## src/rtl/mmu_abort_pkg.sv

```systemverilog
package mmu_abort_pkg;
  localparam int ST_W     = 16;
  localparam int MODE_W   = 2;
  localparam int PAGE_W   = 3;
  localparam int VEC_W    = 8;
  localparam int B_NONRES = 15;
  localparam int B_LENGTH = 14;
  localparam int B_RDONLY = 13;
  localparam int B_TRAP   = 12;
  localparam int MODE_LO  = 5;
  localparam int PAGE_LO  = 1;
  localparam int B_ENABLE = 0;
  localparam logic [ST_W-1:0] ZERO_MASK = 16'h0C00;
  localparam logic [VEC_W-1:0] VEC_NONRES = 8'o004;
  localparam logic [VEC_W-1:0] VEC_LENGTH = 8'o250;

  typedef struct packed {
    logic nonres;
    logic length;
    logic rdonly;
  } fault_t;
endpackage

```

## src/rtl/abort_rst_sync.sv

```systemverilog
module abort_rst_sync (
  input  logic clk,
  input  logic rst_n,
  output logic rst_n_sync
);
  logic [1:0] sync_q;

  always_ff @(posedge clk or negedge rst_n) begin
    if (!rst_n) sync_q <= 2'b00;
    else        sync_q <= {sync_q[0], 1'b1};
  end

  assign rst_n_sync = sync_q[1];
endmodule

```

## src/rtl/abort_fault_encode.sv

```systemverilog
module abort_fault_encode
  import mmu_abort_pkg::*;
(
  input  logic              clk,
  input  logic              rst_n,
  input  fault_t            flt,
  input  logic [MODE_W-1:0] mode,
  input  logic [PAGE_W-1:0] page,
  output logic              trap_req,
  output logic [VEC_W-1:0]  trap_vec,
  output logic              mark,
  output logic [PAGE_W-1:0] mark_page,
  output logic [MODE_W-1:0] mark_mode
);
  logic              req_d, mark_d;
  logic [VEC_W-1:0]  vec_d;
  logic [PAGE_W-1:0] page_d;
  logic [MODE_W-1:0] mode_d;

  always_comb begin
    req_d  = flt.nonres | flt.length;
    mark_d = flt.nonres | flt.length | flt.rdonly;
    vec_d  = '0;
    if (flt.nonres)      vec_d = VEC_NONRES;
    else if (flt.length) vec_d = VEC_LENGTH;
    page_d = mark_d ? page : '0;
    mode_d = mark_d ? mode : '0;
  end

  always_ff @(posedge clk or negedge rst_n) begin
    if (!rst_n) begin
      trap_req  <= 1'b0;
      trap_vec  <= '0;
      mark      <= 1'b0;
      mark_page <= '0;
      mark_mode <= '0;
    end else begin
      trap_req  <= req_d;
      trap_vec  <= vec_d;
      mark      <= mark_d;
      mark_page <= page_d;
      mark_mode <= mode_d;
    end
  end

  a_r2_nonres_vector: assert property (@(posedge clk) disable iff (!rst_n)
    flt.nonres |=> (trap_req && trap_vec == VEC_NONRES));
  a_r3_length_vector: assert property (@(posedge clk) disable iff (!rst_n)
    (flt.length && !flt.nonres) |=> (trap_req && trap_vec == VEC_LENGTH));
  a_r4_rdonly_no_trap: assert property (@(posedge clk) disable iff (!rst_n)
    (flt.rdonly && !flt.nonres && !flt.length) |=> !trap_req);
  a_r11_mark_pulse: assert property (@(posedge clk) disable iff (!rst_n)
    (flt.nonres || flt.length || flt.rdonly) |=> (mark && mark_page == $past(page)));
endmodule

```

## src/rtl/abort_status_reg.sv

```systemverilog
module abort_status_reg
  import mmu_abort_pkg::*;
(
  input  logic              clk,
  input  logic              rst_n,
  input  fault_t            flt,
  input  logic [MODE_W-1:0] mode,
  input  logic [PAGE_W-1:0] page,
  input  logic              wr_en,
  input  logic [ST_W-1:0]   wr_data,
  output logic [ST_W-1:0]   status,
  output logic              frozen
);
  logic [ST_W-1:0] st_q, st_d;
  logic            any_flt, st_en;

  assign any_flt = flt.nonres | flt.length | flt.rdonly;
  assign st_en   = wr_en | any_flt;
  assign frozen  = |st_q[B_NONRES:B_RDONLY];

  always_comb begin
    st_d = st_q;
    if (wr_en) begin
      st_d = wr_data & ~ZERO_MASK;
      if (wr_data[B_ENABLE]) st_d[B_NONRES:B_RDONLY] = '0;
    end else if (any_flt) begin
      st_d[B_NONRES] = st_q[B_NONRES] | flt.nonres;
      st_d[B_LENGTH] = st_q[B_LENGTH] | flt.length;
      st_d[B_RDONLY] = st_q[B_RDONLY] | flt.rdonly;
      st_d[B_TRAP]   = st_q[B_TRAP]   | flt.rdonly;
      if (!frozen) begin
        st_d[MODE_LO +: MODE_W] = mode;
        st_d[PAGE_LO +: PAGE_W] = page;
      end
    end
  end

  always_ff @(posedge clk or negedge rst_n) begin
    if (!rst_n)     st_q <= '0;
    else if (st_en) st_q <= st_d;
  end

  assign status = st_q;

  a_r2_nonres_bit: assert property (@(posedge clk) disable iff (!rst_n)
    (flt.nonres && !wr_en) |=> status[B_NONRES]);
  a_r4_rdonly_bits: assert property (@(posedge clk) disable iff (!rst_n)
    (flt.rdonly && !wr_en) |=> (status[B_RDONLY] && status[B_TRAP]));
  a_r6_frozen_holds: assert property (@(posedge clk) disable iff (!rst_n)
    (frozen && any_flt && !wr_en) |=> $stable(status[6:1]));
  a_r7_zero_bits: assert property (@(posedge clk) disable iff (!rst_n)
    status[11:10] == 2'b00);
  a_r8_clear_errors: assert property (@(posedge clk) disable iff (!rst_n)
    (wr_en && wr_data[B_ENABLE]) |=> (status[B_NONRES:B_RDONLY] == 3'b000));
endmodule

```

## src/rtl/abort_pc_latch.sv

```systemverilog
module abort_pc_latch #(
  parameter int PC_W = 16
) (
  input  logic            clk,
  input  logic            rst_n,
  input  logic            fetch,
  input  logic            hold,
  input  logic [PC_W-1:0] pc,
  output logic [PC_W-1:0] vpc
);
  logic            pc_en;
  logic [PC_W-1:0] pc_d;

  always_comb begin
    pc_en = fetch & ~hold;
    pc_d  = pc;
  end

  always_ff @(posedge clk or negedge rst_n) begin
    if (!rst_n)     vpc <= '0;
    else if (pc_en) vpc <= pc_d;
  end

  a_r10_hold_pc: assert property (@(posedge clk) disable iff (!rst_n)
    hold |=> $stable(vpc));
  a_r10_load_pc: assert property (@(posedge clk) disable iff (!rst_n)
    (fetch && !hold) |=> (vpc == $past(pc)));
endmodule

```

## src/rtl/mmu_abort_status.sv

```systemverilog
module mmu_abort_status
  import mmu_abort_pkg::*;
#(
  parameter int PC_W = 16,
  localparam int RD_W = (PC_W > ST_W) ? PC_W : ST_W
) (
  input  logic              clk,
  input  logic              rst_n,
  input  logic              flt_nonres,
  input  logic              flt_length,
  input  logic              flt_readonly,
  input  logic [1:0]        flt_mode,
  input  logic [2:0]        flt_page,
  input  logic              fetch_start,
  input  logic [PC_W-1:0]   fetch_pc,
  input  logic              wr_en,
  input  logic [15:0]       wr_data,
  input  logic              rd_sel,
  output logic [RD_W-1:0]   rd_data,
  output logic [15:0]       status,
  output logic [PC_W-1:0]   vpc,
  output logic              frozen,
  output logic              trap_req,
  output logic [7:0]        trap_vec,
  output logic              desc_mark,
  output logic [2:0]        mark_page,
  output logic [1:0]        mark_mode
);
  logic   rst_n_i;
  fault_t flt;

  assign flt = '{nonres: flt_nonres, length: flt_length, rdonly: flt_readonly};

  abort_rst_sync u_rst (
    .clk        (clk),
    .rst_n      (rst_n),
    .rst_n_sync (rst_n_i)
  );

  abort_status_reg u_status (
    .clk     (clk),
    .rst_n   (rst_n_i),
    .flt     (flt),
    .mode    (flt_mode),
    .page    (flt_page),
    .wr_en   (wr_en),
    .wr_data (wr_data),
    .status  (status),
    .frozen  (frozen)
  );

  abort_pc_latch #(.PC_W(PC_W)) u_pc (
    .clk   (clk),
    .rst_n (rst_n_i),
    .fetch (fetch_start),
    .hold  (frozen),
    .pc    (fetch_pc),
    .vpc   (vpc)
  );

  abort_fault_encode u_enc (
    .clk       (clk),
    .rst_n     (rst_n_i),
    .flt       (flt),
    .mode      (flt_mode),
    .page      (flt_page),
    .trap_req  (trap_req),
    .trap_vec  (trap_vec),
    .mark      (desc_mark),
    .mark_page (mark_page),
    .mark_mode (mark_mode)
  );

  assign rd_data = rd_sel ? RD_W'(vpc) : RD_W'(status);
endmodule

```

## config.mk

```make
export PLATFORM = sky130hd
export DESIGN_NAME = mmu_abort_status
export DESIGN_NICKNAME = d
export VERILOG_FILES = /design/src/rtl/mmu_abort_pkg.sv /design/src/rtl/abort_rst_sync.sv /design/src/rtl/abort_fault_encode.sv /design/src/rtl/abort_status_reg.sv /design/src/rtl/abort_pc_latch.sv /design/src/rtl/mmu_abort_status.sv
export SDC_FILE = /design/constraint.sdc
export NUM_CORES = 1
export LEC_CHECK = 0
export ABC_CLOCK_PERIOD_IN_PS = 2240
export BUFFER_PORTS_ARGS = -buffer_cell sky130_fd_sc_hd__buf_4
export CAP_MARGIN = 20
export CORE_MARGIN = 2
export CORE_UTILIZATION = 46
export DETAILED_ROUTE_END_ITERATION = 8
export PLACE_DENSITY = 0.81
export SETUP_SLACK_MARGIN = 0.3
export SLEW_MARGIN = 20
export SYNTH_ARGS = -nofsm -noshare
export SYNTH_HDL_FRONTEND = slang
export SYNTH_SLANG_ARGS = --single-unit
export TNS_END_PERCENT = 30
```

## constraint.sdc

```tcl
create_clock -name clk -period 2.24 [get_ports clk]
set_input_delay 0.112 -clock clk [delete_from_list [all_inputs] [get_ports clk]]
set_output_delay 0.112 -clock clk [all_outputs]
set_load 0.01 [all_outputs]
```

==> metrics.md <==
| Metric | Value |
|---|---|
| Status | finished, final reports clean |
| Final setup violation count | 0 |
| Fmax | 602 MHz |
| Max-Cap Viols | 0 |
| Hold Startpoint | wr_data[0] |
| P_leak | 1.30 nW |
| Cells after synthesis | 140 |
| Worst Path Arrival | 1.83 ns |
| Clock tree from TritonCTS | built |
| First-pass GRT wire length | 6630 µm |
| Finished Layout Cells | 290 |
| Clock sink total | 41 |
| Vias in the first global route | 1368 |
| Share of cells above drive strength 1 | 61.7% |
| Main synth FF type | dfrtp_1 |
| Worst Path Required | 2.41 ns |
| Critical-path maximum fanout | 16 |
| Post-route ant nets | 0 |
| R2r startpoint | u_status.status[13]$_DFFE_PN0P_ |
| Final Hold Fails | 0 |
| Reg-to-reg endpoint | u_pc.vpc[4]$_DFFE_PN0P_ |
| Flop2flop setup slack | 0.58 ns |
| Postcts setup bufs | 0 |
| Crit start category | flop |
| Antenna cell count | 0 |
| CTS Buffer Depth | 2 |
| Inst Count DP | 280 |
| Worst rel slew slack | 45.5% |
| Initial drt markers | 91 |
| IO Pins | 109 |
| Hold WC Path Type | in2reg |
| Worst slack, placed | 0.582 ns |
| Slew @ Worst Pin | 0.817 ns |
| Filler cells | 318 |
| Mapped cell area | 1850 µm² |
| Die Y | 67.3 µm |
| Peak supply drop | 0.580 mV |
| R2R depth | 3 |
| Post-synth ARST share | 100% |
| Largest net degree at the start of global routing | 40 |
| Syn_area_per_cell | 13.2 µm² |
| Clock Pin Slew Worst Setup and Hold Paths | 0.08 ns |
| Layout Nets | 284 |
| Max-slew violations | 0 |
| Clk_lat worst skew | 0.29 ns |
| Die width | 67.3 µm |
| Vias/cell | 4.79 |
| Hold Path Sink | u_status.status[13]$_DFFE_PN0P_ |
| Drt pass-1 iters | 4 |
| Setup TNS Final | 0 ns |
| Core Region | 3940 µm² |
| PnR worst setup slack | 0.579 ns |
| Root buf cell | clkbuf_8 |
| GRT overflow | 0 |
| Initial Utilization | 46.8% |
| RSZ-0062 raised after global routing | no |
| DRC viols | 0 |
| Per-cell routed wire length | 14.8 µm |
| Die ar. | 4530 µm² |
| Power Total | 2.22 mW |
| CTS Buf Count | 5 |
| Power Density | 825 nW/µm² |
| Distinct cells, synth | 22 |
| Final period util | 74.2% |
| Hold_ws | 0.0176 ns |
| Synth Register Bits | 41 |
| Min Tclk post-route | 1.66 ns |
| H-Tree Depth | 2 |
| Vias | 1390 |
| Area delta synth->final | 45.7% |
| Post-Route WL | 4300 µm |
| Total GRT Usage | 20.1% |
| Crit Path Category | reg2reg |
| Initial antenna violation count | 0 |
| Row Count | 23 |
| DP HPWL | 3180 µm |
| GPL Wtd Cong | 0.728 |
| WHS Path Cells | 2 |
| Buffers added on ports | 100 |
| CP Capture Type | flop |
| Post-synth EDFFs | 0 |
| Ys Warns | 0 |
| Register area share after synthesis | 55.6% |
| Layout Skew | 0.00438 ns |
## worst max path at each step
stage,start,end,cells past startpoint
floorplan,u_status.status[13]$_DFFE_PN0P_,u_pc.vpc[0]$_DFFE_PN0P_,5
global placement,u_status.status[13]$_DFFE_PN0P_,u_pc.vpc[1]$_DFFE_PN0P_,3
detailed placement,u_status.status[13]$_DFFE_PN0P_,u_pc.vpc[3]$_DFFE_PN0P_,3
CTS,flt_nonres,u_status.status[2]$_DFFE_PN0P_,6
global route,u_status.status[13]$_DFFE_PN0P_,u_pc.vpc[3]$_DFFE_PN0P_,3
finish,u_status.status[13]$_DFFE_PN0P_,u_pc.vpc[4]$_DFFE_PN0P_,3
## logic make-up after synthesis
logic type,Yosys count,share of synthesized area (%)
mux,35,23.4
other cells,2,0.407
flops,41,55.6
compound gates,19,5.56
simple gates,26,8.34
buf+inv,17,6.71
## placed cells by master (no fill, tap or decap)
cell type / Yosys / routed
buf_4: 8 / 100
nor3_4: 1 / 1
o22ai_1: 1 / 1
a31oi_1: 5 / 5
a21oi_1: 5 / 5
nand2_1: 4 / 4
and2_1: 7 / 7
dlygate4sd3_1: 0 / 2
mux2_4: 10 / 10
or2_2: 1 / 1
conb_1: 2 / 7
clkbuf_8: 0 / 7
o21ai_0: 8 / 8
mux2_2: 25 / 25
dfrtp_2: 0 / 1
nor2b_1: 7 / 7
nor2_1: 4 / 4
clkinv_2: 0 / 1
nor3_2: 0 / 1
and2_4: 1 / 1
dfrtp_1: 41 / 40
inv_1: 2 / 2
## per-stage QoR
step	cell area [µm²]	util, %
finish	2690	68.2
detailed placement	2560	65.0
CTS	2680	68.1
global route	2690	68.2
global placement	2560	65.0
floorplan	1860	-
## synthesized netlist by cell type, types with 3 or more instances
cell type  count  area, µm²
dfrtp_1       41       1030
mux2_2        25        282
mux2_4        10        150
buf_4          8       60.1
o21ai_0        8       40.0
and2_1         7       43.8
nor2b_1        7       43.8
a21oi_1        5       25.0
a31oi_1        5       31.3
nand2_1        4       15.0
nor2_1         4       15.0
clkbuf_1       3       11.3
## power breakdown
part	leakage, nW	switching, mW	internal [mW]
Combinational	0.771	0.270	0.447
Clock	0.0542	0.247	0.279
Sequential	0.479	0.111	0.865
Total	1.30	0.628	1.59
## area by class of cell
class | instances | area (µm²) | area share (%)
Tap cell | 50 | 62.6 | 2.33
Inverter | 2 | 7.51 | 0.279
Timing Repair Buffer | 102 | 771 | 28.7
Sequential cell | 41 | 1030 | 38.2
Clock buffer | 7 | 96.3 | 3.58
Clock inverter | 1 | 5.00 | 0.186
Multi-Input combinational cell | 87 | 719 | 26.8
## state kept, by name, indices dropped and copies added, names as in the netlist
name             cells
u_status.status     14
u_pc.vpc            16
u_enc.mark_page      3
u_rst.sync_q         2
u_enc.trap_req       1
u_enc.mark           1
u_enc.trap_vec       2
u_enc.mark_mode      2
## timing repair
item / in CTS / in global routing
hold buffers: 2 / 0
resized for setup: 0 / 1
setup endpoints to repair: 0 / 2
hold endpoints to repair: 4 / 0
## critical path, stage by stage (launching register included)
cell	delay, ns
dfrtp_1	0.45
nor3_4	0.32
and2_4	0.39
mux2_2	0.37
## metal layers
metal,up-vias,routed length [µm],track usage (%)
met1,672,1790,26.9
met3,4,298,6.67
met2,53,2170,31.6
met4,0,34,5.36
li1,661,-,-
met5,-,0,0
Note: power is estimated with default switching activity, not from simulation.
